===== src/rtl/shift_exp40.sv =====
module shift_exp40 #(
  parameter int W  = 40,
  parameter int AW = 6
) (
  input  logic          clk,
  input  logic          rst_n,
  input  logic [W-1:0]  operand,
  input  logic [AW-1:0] shamt,
  input  logic          dir_right,
  input  logic          arith,
  input  logic          exp_sel,
  output logic [W-1:0]  result,
  output logic [AW-1:0] exp_cnt
);

  localparam logic [AW-1:0] WMAX = AW'(W);

  function automatic logic [W-1:0] flip(input logic [W-1:0] v);
    logic [W-1:0] r;
    for (int i = 0; i < W; i++) r[i] = v[W-1-i];
    return r;
  endfunction

  logic [AW-1:0] amt_clamp, exp_c, amt_eff;
  logic          go_right, fill, hit;
  logic [W-1:0]  pre, post;
  logic [AW:0][W-1:0] stg;

  assign amt_clamp = (shamt > WMAX) ? WMAX : shamt;

  always_comb begin
    exp_c = '0;
    hit   = 1'b0;
    for (int i = W-2; i >= 0; i--) begin
      if (!hit) begin
        if (operand[i] == operand[W-1]) exp_c = exp_c + AW'(1);
        else hit = 1'b1;
      end
    end
  end

  assign go_right = dir_right & ~exp_sel;
  assign fill     = go_right & arith & operand[W-1];
  assign amt_eff  = exp_sel ? exp_c : amt_clamp;
  assign pre      = go_right ? operand : flip(operand);
  assign stg[0]   = pre;

  for (genvar k = 0; k < AW; k++) begin : g_stage
    localparam int S = 1 << k;
    if (S < W) begin : g_part
      assign stg[k+1] = amt_eff[k] ? {{S{fill}}, stg[k][W-1:S]} : stg[k];
    end else begin : g_full
      assign stg[k+1] = amt_eff[k] ? {W{fill}} : stg[k];
    end
  end

  assign post = go_right ? stg[AW] : flip(stg[AW]);

  always_ff @(posedge clk or negedge rst_n) begin
    if (!rst_n) begin
      result  <= '0;
      exp_cnt <= '0;
    end else begin
      result  <= post;
      exp_cnt <= exp_c;
    end
  end

  assert_reset_clear_R1: assert property (@(posedge clk)
    !rst_n |=> (result == '0 && exp_cnt == '0));

  assert_cnt_range_R7: assert property (@(posedge clk) disable iff (!rst_n)
    exp_cnt <= AW'(W-1));

  assert_norm_top_bits_R8: assert property (@(posedge clk) disable iff (!rst_n)
    (exp_sel && operand != '0 && operand != '1) |=> (result[W-1] != result[W-2]));

  assert_full_left_zero_R6: assert property (@(posedge clk) disable iff (!rst_n)
    (!exp_sel && !dir_right && shamt >= WMAX) |=> (result == '0));

  assert_full_arith_sign_R6: assert property (@(posedge clk) disable iff (!rst_n)
    (!exp_sel && dir_right && arith && shamt >= WMAX) |=> (result == {W{$past(operand[W-1])}}));

endmodule


===== config.mk =====
export PLATFORM = sky130hd
export DESIGN_NAME = shift_exp40
export DESIGN_NICKNAME = d
export VERILOG_FILES = /design/src/rtl/shift_exp40.sv
export SDC_FILE = /design/constraint.sdc
export NUM_CORES = 1
export LEC_CHECK = 0
export BUFFER_PORTS_ARGS = -buffer_cell sky130_fd_sc_hd__buf_2
export CAP_MARGIN = 40
export CORE_MARGIN = 5
export CORE_UTILIZATION = 30
export CTS_BUF_LIST = sky130_fd_sc_hd__clkbuf_8
export DETAILED_ROUTE_END_ITERATION = 10
export PLACE_DENSITY = 0.48
export SETUP_SLACK_MARGIN = 0.2
export SLEW_MARGIN = 20
export SYNTH_ARGS = -nofsm -noshare
export SYNTH_HDL_FRONTEND = slang
export SYNTH_SLANG_ARGS = --single-unit
export TNS_END_PERCENT = 20

===== constraint.sdc =====
create_clock -name clk -period 1.2 [get_ports clk]
set_clock_uncertainty 0.2 [all_clocks]
set_input_delay 0.06 -clock clk [delete_from_list [all_inputs] [get_ports clk]]
set_output_delay 0.06 -clock clk [all_outputs]
set_load 0.02 [all_outputs]

==> metrics.txt <==
RSZ-0062 raised after global routing=true; final hold violations=0; PwrDens=601.3 nW/um^2; instance count on the critical path=112; critical path launch point type=primary input; Final GP Congestion=0.9215; routed wire length=46.54 mm; WS Path Type=in2reg; Core ar.=37760 sq um; post-route minimum period=18.60 ns; CTS tree=yes; Slew HR=60.42%; Synth async-reset ratio=100.0%; total track usage=20.95%; Max Fclk=0.05377 GHz; Post-DP HPWL=37.67 mm; Net Sw Frac=39.91%; Cell Count, Final, Fillers Out=2662; syn_area_per_cell=7.571 sq um; Post-layout nets=2234; Top delay family on crit path=compound AO/OA/AOI/OAI gates; CTS Buf Count=5; DR vias/cell=5.255; Wirelength per Cell=17.48 microns; failing checks=negative setup slack; Root Driver=clkbuf_8; Sequential Power Share=17.0%; row count=71; initial drt markers=748; DP Area=16850 sq um; Clock Power Share=12.8%; Hold Path Class=in2reg; H-tree levels=2; commonest non-fill, non-tap cell in the layout=buf_4; fin crit share=1550%; synthesized area=11520 sq um; width of the die=206.0 microns; dominant synthesized flop cell=dfrtp_1; P_sw=0.004434 W; Overflow after GRT=0; ANT nets after route=0; # IOs=97; CTS Sinks=46; most frequent CP cell=ha_1; post-layout instance area=18480 sq um; clock transition at the registers of the reported paths=0.08 ns; post-synthesis register bit count=46; Critical path buffers and inverters=12; Synth Instances=1522; P_int=0.006678 W; total power=0.01111 W; Area Overhead vs Synth=60.37%; synth warn=0; Initial Util=30.52%; first-pass GRT wire length=72.73 mm; critical path required time=1.24 ns; status=finished, violations left; peak fanout along the critical path=5; Worst Hold Path Cells=5; DRC violations left=0; Slew @ Worst Pin=0.5860 ns; peak supply drop=0.6100 mV; CP max-delay cell=xor2_2; Post-Syn Nets=1608; Die Y-Extent=206.0 microns; static leakage=8.354 nW; via count=13990; first-pass iteration count of the detailed router=5; antenna violations before repair=2; largest net degree at the start of global routing=57; CP arrival=18.64 ns; final setup violation count=46; vias in the first global route=13710; Final WS setup=-17.40 ns; Max Cap Violations=0; Worst path max stage delay=0.38 ns; sequential-to-total area share from yosys stat=9.989%; clock tree buffer depth=2; Synth cell types=101; most frequent cells in the layout=buf_4 (598), nor2_1 (149), nand2_1 (139), mux2i_1 (84), a21oi_1 (80); share of cells above drive strength 1=46.21%; Placed Cells=2594; power share of the combinational group=70.2%; IO buf count=96; Die ar.=42430 sq um; Final Max Tran Viols=0; Post-synth EDFFs=0; kind of end point of the critical path=register; worst hold margin=0.04492 ns
[power groups by stage]
stage | Combinational [W] | Clock [W] | Sequential (W)
5_1_grt | 0.00836 | 0.00152 | 0.00191
3_3_place_gp | 0.00662 | 0 | 0.00186
2_1_floorplan | 0.00346 | 0 | 0.00218
6_report | 0.00781 | 0.00142 | 0.00189
4_1_cts | 0.00731 | 0.00144 | 0.00189
3_5_place_dp | 0.00667 | 0 | 0.00186
[final cells by class]
class                           count  area, sq um
Tap cell                          511        639.4
Antenna cell                        2        5.005
Fill cell                        3654        19270
Sequential cell                    46         1151
Multi-Input combinational cell   1331        10570
Clock buffer                        6        82.58
Clock inverter                      2        60.06
Inverter                           37        141.4
Timing Repair Buffer              727         5833
[repair_timing]
| item | in CTS | in global routing |
|---|---|---|
| endpoints found under the hold margin | 46 | 0 |
| resized for setup | 162 | 78 |
| cloned | 3 | 1 |
| setup endpoints to repair | 92 | 92 |
| pin swaps | 34 | 49 |
| buffers inserted | 35 | 18 |
| hold buffers | 1 | 0 |
[metal layers]
layer  part of all wire, %  global-route usage, %  wire length [microns]  vias up
li1                      -                      -                      -     6906
met1                    46                  28.39                  21400     6710
met2                    48                  36.35                  22510      307
met3                   3.0                  1.193                   1397       67
met4                   2.6                  5.561                   1227        0
met5                     0                      0                      0        -
[through the flow]
stage | TNS [ns] | worst slack (ns) | utilization (%)
finish | -773.06 | -17.40 | 48.95
global route | -821.69 | -18.48 | 48.95
CTS | -762.90 | -17.16 | 47.53
detailed placement | -795.67 | -17.94 | 44.64
global placement | -783.68 | -17.65 | 44.57
floorplan | -768.24 | -17.27 | -
[state kept, by name, indices dropped and copies added, names as in the netlist]
name	cells
exp_cnt	6
result	40
[synth_stat cells, drive strengths merged (13+ instances only)]
library cell	instances	area [sq um]
nand2	155	591.8
nor2	155	589.3
a21oi	112	601.8
mux2i	99	991.0
o21ai	80	404.1
clkbuf	67	251.5
xnor2	66	664.4
nand3	49	245.2
dfrtp	46	1151
xor2	46	444.2
buf	41	219.0
mux4	39	878.3
nor3	38	190.2
inv	36	137.6
ha	35	437.9
mux2	32	364.1
o211ai	26	205.2
and2	25	161.4
nand2b	24	150.1
nor2b	24	150.1
and3	21	131.4
or3	21	131.4
a211oi	16	120.1
a21o	16	120.1
o21a	16	120.1
a22oi	15	112.6
nand4	15	93.84
a2bb2oi	14	122.6
or2	13	81.33
[kinds of logic (layout without fill, tap and decap cells)]
| family | Yosys count | count (layout) | share of synthesized area [%] |
|---|---|---|---|
| simple gates | 584 | 584 | 24.78 |
| flops | 46 | 46 | 9.989 |
| compound gates | 422 | 422 | 25.49 |
| other cells | 0 | 2 | 0 |
| mux | 170 | 170 | 19.38 |
| buf+inv | 145 | 772 | 5.309 |
| fa+ha+maj | 35 | 35 | 3.800 |
| xor+xnor | 120 | 120 | 11.25 |
[final timing paths]
| kind | start | endpoint |
|---|---|---|
| worst max-delay path | operand[38] | result[23]$_DFF_PN0_ |
| min in group asynchronous | rst_n | result[9]$_DFF_PN0_ |
| worst min-delay path | shamt[5] | result[6]$_DFF_PN0_ |
| max in group asynchronous | rst_n | result[7]$_DFF_PN0_ |
(Power assumes the default switching activity.)
